### config.mk
export PLATFORM = sky130hd
export DESIGN_NAME = spi_fifo_stat
export DESIGN_NICKNAME = d
export VERILOG_FILES = /design/src/rtl/spi_fifo_pkg.sv /design/src/rtl/spi_byte_fifo.sv /design/src/rtl/spi_xfer_count.sv /design/src/rtl/spi_stat_flags.sv /design/src/rtl/spi_fifo_stat.sv
export SDC_FILE = /design/constraint.sdc
export NUM_CORES = 1
export LEC_CHECK = 0
export ABC_AREA = 1
export BUFFER_PORTS_ARGS = -buffer_cell sky130_fd_sc_hd__buf_2
export CAP_MARGIN = 25
export CORE_MARGIN = 3
export CORE_UTILIZATION = 59
export DETAILED_ROUTE_END_ITERATION = 10
export HOLD_SLACK_MARGIN = 0.06
export PLACE_DENSITY = 0.81
export SYNTH_ARGS = -nofsm -noshare
export SYNTH_HDL_FRONTEND = slang
export SYNTH_HIERARCHICAL = 1
export SYNTH_SLANG_ARGS = --single-unit
### constraint.sdc
create_clock -name clk -period 2.6 [get_ports clk]
set_input_delay 0.52 -clock clk [delete_from_list [all_inputs] [get_ports clk]]
set_output_delay 0.52 -clock clk [all_outputs]
set_load 0.02 [all_outputs]
### src/rtl/spi_fifo_pkg.sv
package spi_fifo_pkg;

  typedef enum logic {
    MODE_RX = 1'b0,
    MODE_TX = 1'b1
  } irq_mode_e;

  // Number of bytes that make one interrupt for a given threshold code.
  function automatic int bytes_needed(input int thresh_code);
    return thresh_code + 1;
  endfunction

  // Next fill level given accepted push / pop.
  function automatic int level_after(input int level, input logic push_ok,
                                     input logic pop_ok);
    return level + (push_ok ? 1 : 0) - (pop_ok ? 1 : 0);
  endfunction

  // Pointer advance that also works for non power of two depths.
  function automatic int ptr_advance(input int ptr, input int depth);
    return (ptr == depth - 1) ? 0 : ptr + 1;
  endfunction

endpackage

### src/rtl/spi_byte_fifo.sv
module spi_byte_fifo
  import spi_fifo_pkg::*;
#(
  parameter int DW    = 8,
  parameter int DEPTH = 4,
  parameter int LW    = $clog2(DEPTH + 1)
) (
  input  logic          clk,
  input  logic          rst_n,
  input  logic          flush,
  input  logic          push,
  input  logic [DW-1:0] push_data,
  input  logic          pop,
  output logic [DW-1:0] head,
  output logic [LW-1:0] level,
  output logic          push_ok,
  output logic          pop_ok,
  output logic          push_full,
  output logic          pop_empty
);
  localparam int PW = (DEPTH > 1) ? $clog2(DEPTH) : 1;

  logic [DW-1:0] mem [DEPTH];
  logic [PW-1:0] wptr, rptr;
  logic          full, empty;

  assign full      = (level == LW'(DEPTH));
  assign empty     = (level == '0);
  assign push_ok   = push && !full && !flush;
  assign pop_ok    = pop && !empty && !flush;
  assign push_full = push && full;
  assign pop_empty = pop && empty;
  assign head      = mem[rptr];

  always_ff @(posedge clk or negedge rst_n) begin
    if (!rst_n) begin
      wptr  <= '0;
      rptr  <= '0;
      level <= '0;
      for (int i = 0; i < DEPTH; i++) mem[i] <= '0;
    end else if (flush) begin
      wptr  <= '0;
      rptr  <= '0;
      level <= '0;
    end else begin
      if (push_ok) begin
        mem[wptr] <= push_data;
        wptr      <= PW'(ptr_advance(int'(wptr), DEPTH));
      end
      if (pop_ok) rptr <= PW'(ptr_advance(int'(rptr), DEPTH));
      level <= LW'(level_after(int'(level), push_ok, pop_ok));
    end
  end

  a_r1_level_bound: assert property (@(posedge clk) disable iff (!rst_n)
    level <= LW'(DEPTH));

  a_r2_full_keeps: assert property (@(posedge clk) disable iff (!rst_n)
    push && full && !pop && !flush |=> level == LW'(DEPTH) && $stable(head));

  a_r9_flush_empties: assert property (@(posedge clk) disable iff (!rst_n)
    flush |=> level == '0);

endmodule

### src/rtl/spi_xfer_count.sv
module spi_xfer_count #(
  parameter int LW = 3
) (
  input  logic          clk,
  input  logic          rst_n,
  input  logic          clear,
  input  logic          event_i,
  input  logic [LW-1:0] need,
  output logic          hit
);
  logic [LW-1:0] cnt;
  logic [LW-1:0] cnt_inc;

  assign cnt_inc = cnt + LW'(1);
  assign hit     = event_i && !clear && (cnt_inc >= need);

  always_ff @(posedge clk or negedge rst_n) begin
    if (!rst_n)       cnt <= '0;
    else if (clear)   cnt <= '0;
    else if (event_i) cnt <= hit ? '0 : cnt_inc;
  end

  a_r5_count_below_need: assert property (@(posedge clk) disable iff (!rst_n)
    $past(event_i) && !$past(clear) && $stable(need) |-> cnt < need);

endmodule

### src/rtl/spi_stat_flags.sv
module spi_stat_flags #(
  parameter int NF = 5
) (
  input  logic          clk,
  input  logic          rst_n,
  input  logic          rd_clear,
  input  logic [NF-1:0] set,
  output logic [NF-1:0] flags
);
  always_ff @(posedge clk or negedge rst_n) begin
    if (!rst_n) flags <= '0;
    else        flags <= (rd_clear ? '0 : flags) | set;
  end

  a_r8_read_clears: assert property (@(posedge clk) disable iff (!rst_n)
    rd_clear && set == '0 |=> flags == '0);

  a_r8_set_wins: assert property (@(posedge clk) disable iff (!rst_n)
    set != '0 |=> (flags & $past(set)) == $past(set));

endmodule

### src/rtl/spi_fifo_stat.sv
module spi_fifo_stat
  import spi_fifo_pkg::*;
#(
  parameter int DW    = 8,
  parameter int DEPTH = 4,
  parameter int LW    = $clog2(DEPTH + 1),
  parameter int TW    = (DEPTH > 1) ? $clog2(DEPTH) : 1,
  parameter int SW    = 2 * LW + 6
) (
  input  logic          clk,
  input  logic          rst_n,
  input  logic          rx_valid,
  input  logic [DW-1:0] rx_data,
  input  logic          tx_start,
  output logic [DW-1:0] tx_data,
  input  logic          cpu_wr,
  input  logic [DW-1:0] cpu_wdata,
  input  logic          cpu_rd,
  output logic [DW-1:0] cpu_rdata,
  input  logic          stat_rd,
  output logic [SW-1:0] status,
  output logic          irq,
  input  logic [TW-1:0] cfg_thresh,
  input  logic          cfg_mode,
  input  logic          rx_flush,
  input  logic          tx_flush
);
  localparam int NF    = 5;
  localparam int F_OVF = 0;
  localparam int F_UNF = 1;
  localparam int F_RXI = 2;
  localparam int F_TXI = 3;
  localparam int F_SUM = 4;

  // Named internal events
  logic [LW-1:0] rx_level, tx_level, need;
  logic          rx_push_ok, rx_pop_ok, ovf_ev, rx_pop_empty;
  logic          tx_push_ok, tx_pop_ok, tx_push_full, unf_ev;
  logic          rx_hit, tx_hit, sum_ev, excess;
  logic          rx_cnt_clear, tx_cnt_clear;
  logic [NF-1:0] flag_set, flags;
  irq_mode_e     mode;

  assign mode = irq_mode_e'(cfg_mode);
  assign need = LW'(bytes_needed(int'(cfg_thresh)));

  spi_byte_fifo #(.DW(DW), .DEPTH(DEPTH), .LW(LW)) u_rx_fifo (
    .clk, .rst_n,
    .flush     (rx_flush),
    .push      (rx_valid),
    .push_data (rx_data),
    .pop       (cpu_rd),
    .head      (cpu_rdata),
    .level     (rx_level),
    .push_ok   (rx_push_ok),
    .pop_ok    (rx_pop_ok),
    .push_full (ovf_ev),
    .pop_empty (rx_pop_empty)
  );

  spi_byte_fifo #(.DW(DW), .DEPTH(DEPTH), .LW(LW)) u_tx_fifo (
    .clk, .rst_n,
    .flush     (tx_flush),
    .push      (cpu_wr),
    .push_data (cpu_wdata),
    .pop       (tx_start),
    .head      (tx_data),
    .level     (tx_level),
    .push_ok   (tx_push_ok),
    .pop_ok    (tx_pop_ok),
    .push_full (tx_push_full),
    .pop_empty (unf_ev)
  );

  assign rx_cnt_clear = rx_flush || (mode != MODE_RX);
  assign tx_cnt_clear = tx_flush || (mode != MODE_TX);

  spi_xfer_count #(.LW(LW)) u_rx_count (
    .clk, .rst_n,
    .clear   (rx_cnt_clear),
    .event_i (rx_push_ok),
    .need    (need),
    .hit     (rx_hit)
  );

  spi_xfer_count #(.LW(LW)) u_tx_count (
    .clk, .rst_n,
    .clear   (tx_cnt_clear),
    .event_i (tx_pop_ok),
    .need    (need),
    .hit     (tx_hit)
  );

  assign sum_ev = (ovf_ev && !rx_flush) || (unf_ev && !tx_flush) || rx_hit || tx_hit;

  always_comb begin
    flag_set        = '0;
    flag_set[F_OVF] = ovf_ev;
    flag_set[F_UNF] = unf_ev;
    flag_set[F_RXI] = rx_hit;
    flag_set[F_TXI] = tx_hit;
    flag_set[F_SUM] = sum_ev;
  end

  spi_stat_flags #(.NF(NF)) u_flags (
    .clk, .rst_n,
    .rd_clear (stat_rd),
    .set      (flag_set),
    .flags    (flags)
  );

  assign excess = rx_level > need;
  assign status = {flags[F_SUM], flags[F_TXI], flags[F_RXI], flags[F_UNF],
                   flags[F_OVF], excess, tx_level, rx_level};
  assign irq    = flags[F_SUM];

  a_r3_ovf_raises_irq: assert property (@(posedge clk) disable iff (!rst_n)
    ovf_ev && !rx_flush |=> irq);

  a_r4_underflow_flag: assert property (@(posedge clk) disable iff (!rst_n)
    tx_start && tx_level == '0 |=> status[2*LW+2]);

  a_r5_rx_irq_mode: assert property (@(posedge clk) disable iff (!rst_n)
    rx_hit |-> mode == MODE_RX);

  a_r6_tx_irq_mode: assert property (@(posedge clk) disable iff (!rst_n)
    tx_hit |-> mode == MODE_TX);

  a_r1_no_ignored_pop: assert property (@(posedge clk) disable iff (!rst_n)
    rx_pop_empty && !rx_valid && !rx_flush |=> rx_level == '0);

  a_r1_full_write_drop: assert property (@(posedge clk) disable iff (!rst_n)
    tx_push_full && !tx_start && !tx_flush |=> tx_level == LW'(DEPTH));

endmodule

**Word-level counts from Yosys, hierarchy flattened**

Index checks and enable logic that the tools add are counted.

- Flip-flop bits (word level): 89
- Logic and storage cells: 129

- Magnitude comparators: 9
- Muxes and demuxes: 37
- Reduce and logical (&&, ||, !) cells: 41
- Eq/ne operators: 6
- Bitwise gates (word level): 8
- $add $sub $neg: 11

Operators with widths:

| operator | count |
|---|---|
| $bwmux 32 | 2 |
| $mux 8 | 6 |
| $bmux 8 s2 | 2 |
| $demux 8 s2 | 2 |
| $mux 2 | 12 |
| $mux 3 | 8 |
| $logic_and 1x1->1 | 18 |
| $ge 3x3->1 const B | 4 |
| $not 2->3 | 4 |
| $reduce_bool 2->1 | 6 |
| $add 2x1->2 const B | 4 |
| $eq 2x1->1 const B | 4 |
| $logic_not 1->1 | 8 |
| $add 3x1->3 const B | 2 |
| $add 3x3->3 | 2 |
| $eq 3x3->1 const B | 2 |
| $ge 3x3->1 | 2 |
| $logic_not 3->1 | 2 |
| $lt 3x1->1 const B | 2 |
| $sub 3x3->3 | 2 |
| $logic_or 1x1->1 | 5 |
| $mux 5 | 1 |
| $or 5x5->5 | 1 |
| $mux 1 | 4 |
| 4 further kinds | 7 |

**Longest topological paths before layout**

- Depth after elaboration: 9
- Gate-level depth with buffers: 14
- Mapped depth without buffers: 14

**By module**

The synthesis kept the hierarchy.

Modules (own cells, without submodules):

| module | cells each | area each (µm²) | times used |
|---|---|---|---|
| spi_byte_fifo | 246 | 1980.6 | 2 |
| spi_xfer_count | 40 | 254.0 | 2 |
| spi_stat_flags | 21 | 185.2 | 1 |
| spi_fifo_stat | 26 | 145.1 | 1 |

**Worst setup path before layout**

Ideal clock, no wire load.

- Kind: flip-flop to flip-flop
- Start point: register u_rx_fifo.level[1]
- End point: register u_rx_fifo.level[2]
- Path slack: 0.354 ns
- Cell stages (with the launch flop): 13
- Required time: 2.483 ns
- Arrival time: 2.129 ns
- Clock period less this slack: 2.246 ns
- Cell sequence: dfrtp_1 nor2_1 nand2_1 nand2_1 nor2_1 inv_1 ha_1 inv_1 ha_1 inv_1 fa_1 nor2_1 nor2_1

- Cells in the longest elaborated chain, start to end: 8
- Elaborated cells between the ends (all ways): 13
- Those cells by class: add/sub: 2; eq/ne: 1; mux: 3; reduce/logical: 7

RTL lines:

| item | RTL line | RTL |
|---|---|---|
| start, declared | spi_byte_fifo.sv:15 | `output logic [LW-1:0] level,` |
| start signal, assigned | spi_byte_fifo.sv:51 | `level <= LW'(level_after(int'(level), push_ok, pop_ok));` |
| $eq 3x3->1 | spi_byte_fifo.sv:27 | `assign full = (level == LW'(DEPTH));` |
| $logic_not 1->1 | spi_byte_fifo.sv:29 | `assign push_ok = push && !full && !flush;` |
| $logic_and 1x1->1 (2 in a row) | spi_byte_fifo.sv:29 |  |
| via rx_push_ok | spi_fifo_stat.sv:37 | `logic rx_push_ok, rx_pop_ok, ovf_ev, rx_pop_empty;` |
| $mux 1 | spi_fifo_pkg.sv:16 | `return level + (push_ok ? 1 : 0) - (pop_ok ? 1 : 0);` |
| $add 3x3->3 | spi_fifo_pkg.sv:16 |  |
| $sub 3x3->3 | spi_fifo_pkg.sv:16 |  |
| $mux 3 | spi_byte_fifo.sv:41 | `end else if (flush) begin` |

The timed path passes the listed nets, and every way through them passes these cells.
A chain may end at the register's enable or synchronous reset.

**Final worst setup path**

Same ends and word-level chain as after synthesis.

==> results.sh <==
export IMPL_postSynthCellCount=616
export IMPL_wire_per_inst_um=15.3
export IMPL_path_max_fanout=6
export IMPL_crit_path_frequent_cell="nand2_1"
export IMPL_critical_path_arrival_ps=2670
export IMPL_critPathKind="register to register"
export IMPL_wl_um=11700
export IMPL_grt_antenna_before_repair=0
export IMPL_post_cts_resized=0
export IMPL_fillerInstances=621
export IMPL_antenna_cells=0
export IMPL_finalSetupViolCount=0
export IMPL_rr_worst_depth=13
export IMPL_cts_sinks=89
export IMPL_global_route_usage_total=0.270
export IMPL_finalClockSkew_ps=9.06
export IMPL_cp_cell_sequence="nor2_1, nand2_1, nand2_1, nor2_1, inv_1, ha_1, inv_1, ha_1, inv_1, fa_1, nand2_1, nand2_1, nor2_1"
export IMPL_synthesis_nets=672
export IMPL_cts_max_path_buffers=2
export IMPL_register_area_um2=2230
export IMPL_fin_cells=766
export IMPL_die_h_um=96.1
export IMPL_drc_errors=0
export IMPL_swShare=0.439
export IMPL_power_frac_seq=0.406
export IMPL_drive_above_1_share=0.133
export IMPL_place_congestion=0.873
export IMPL_crit_slowest_cell="dfrtp_1"
export IMPL_clkTransAtPathRegs_ps=100
export IMPL_worstPathRequired_ps=2900
export IMPL_peakVddDrop_v=0.000459
export IMPL_dr_pass1_iters=5
export IMPL_pre_cts_ws_ps=279
export IMPL_ant_nets=0
export IMPL_p_per_area_nw_per_um2=1000
export IMPL_die_w_um=96.1
export IMPL_cts_hold_buffers=0
export IMPL_insertion_delay_ps=360
export IMPL_grt_pass1_wl_um=19400
export IMPL_switchingPower_mw=2.35
export IMPL_maxSlewHeadroom=0.628
export IMPL_cts_inserted_buffers=9
export IMPL_synth_area_um2=4790
export IMPL_post_cts_buffers=0
export IMPL_tritoncts="yes"
export IMPL_synthToLayoutAreaGrowth_pct=11.1
export IMPL_drt_iter0_drc=364
export IMPL_start_kind="register"
export IMPL_hold_viol=0
export IMPL_routed_via_density=5.66
export IMPL_dp_hpwl_um=7970
export IMPL_worstReg2RegEnd="u_rx_fifo/level[2]"
export IMPL_p_comb_frac=0.417
export IMPL_final_core_util=0.681
export IMPL_cap_violations=0
export IMPL_die_area_um2=9230
export IMPL_ctsHtreeMaxLevel=3
export IMPL_pin_count=57
export IMPL_internal_power_mw=2.99
export IMPL_grt_pass1_vias=4169
export IMPL_max_freq_mhz=423
export IMPL_status="finished, final reports clean"
export IMPL_port_buffers=56
export IMPL_critPathCaptureType="register"
export IMPL_finalSetupTns_ps=0
export IMPL_placed_cells=750
export IMPL_p_leak_nw=2.99
export IMPL_min_path_type="primary input to asynchronous set/reset pin"
export IMPL_fin_crit_ps=2370
export IMPL_multi_input_area_um2=2200
export IMPL_avgSynthCellArea_um2=7.77
export IMPL_tightest_slew_ps=556
export IMPL_drv_slew=0
export IMPL_cp_slowest_stage_delay_ps=460
export IMPL_postLayoutSetupSlackWorst_ps=234
export IMPL_coreArea_um2=7810
export IMPL_regToRegSetupSlack_ps=230
export IMPL_ys_warn_count=6
export IMPL_rows=32
export IMPL_vias=4337
export IMPL_reg2reg_from="u_rx_fifo/level[1]"
export IMPL_grt_overflow_total=0
export IMPL_timing_final_crit_share=0.910
export IMPL_nets=715
export IMPL_grt_start_max_net_pins=60
export IMPL_power_frac_clock=0.177
export IMPL_clock_root_buffer="clkbuf_8"
export IMPL_start_util=0.613
export IMPL_rsz0062_at_grt="false"
export IMPL_whs_ps=90.8
==> power groups by stage <==
stage | clock network (mW) | registers, mW | logic [mW]
5_1_grt | 1.03 | 2.22 | 2.48
6_report | 0.947 | 2.17 | 2.23
3_3_place_gp | 0 | 2.16 | 2.13
2_1_floorplan | 0 | 2.17 | 1.52
3_5_place_dp | 0 | 2.18 | 2.21
4_1_cts | 0.963 | 2.16 | 2.22
==> area by class of cell <==
type	instances	area share
Sequential cell	89	0.419
Multi-Input combinational cell	438	0.414
Timing Repair Buffer	64	0.0668
Inverter	57	0.0402
Tap cell	102	0.0240
Clock buffer	9	0.0233
Clock inverter	7	0.0132
==> layer usage <==
metal,vias up,GRT usage,part of all wire
li1,2100,-,-
met1,2010,0.360,0.42
met2,213,0.449,0.48
met3,14,0.0493,0.087
met4,0,0.0841,0.011
met5,-,0,0
==> critical path: cells and delay by family, from the launching register on <==
kind | cells | cell delay, ps
flops | 1 | 460
buf+inv | 3 | 210
fa+ha+maj | 3 | 800
simple gates | 7 | 830
==> layout by cell type, fill, tap and decap left out, drive strengths merged <==
cell / count
nor2: 66
fa: 2
o21ai: 32
clkinvlp: 1
nand2: 213
clkinv: 1
buf: 64
inv: 62
clkbuf: 9
or2: 1
nand4: 72
xor2: 2
a21oi: 8
o22ai: 16
dfrtp: 89
ha: 26
==> worst max path at each step <==
| stage | startpoint | endpoint | slack, ps | cells after the start |
|---|---|---|---|---|
| after CTS | u_rx_fifo/level[1] | u_rx_fifo/level[2] | 250 | 13 |
| after detailed placement | u_rx_fifo/level[1] | u_rx_fifo/level[2] | 280 | 13 |
| after global routing | u_rx_fifo/level[1] | u_rx_fifo/level[2] | 70 | 13 |
| after global placement | u_rx_fifo/level[1] | u_rx_fifo/level[2] | 390 | 12 |
| after floorplan | u_rx_fifo/level[1] | u_rx_fifo/level[2] | 350 | 12 |
| final | u_rx_fifo/level[1] | u_rx_fifo/level[2] | 230 | 13 |
==> through the flow <==
step / total power [mW] / cell area [µm²]
after floorplan: 3.70 / 4790
after global placement: 4.29 / 5130
after detailed placement: 4.39 / 5130
after CTS: 5.34 / 5320
after global routing: 5.73 / 5320
final: 5.34 / 5320
==> flip-flops by register name, indices dropped and copies added, names as in the netlist, 3 cells and up <==
signal           count
u_rx_fifo/mem       32
u_rx_count/cnt       3
u_tx_count/cnt       3
u_flags/flags        5
u_tx_fifo/level      3
u_tx_fifo/mem       32
u_rx_fifo/level      3
No activity file was read; power rests on OpenSTA's default activity.
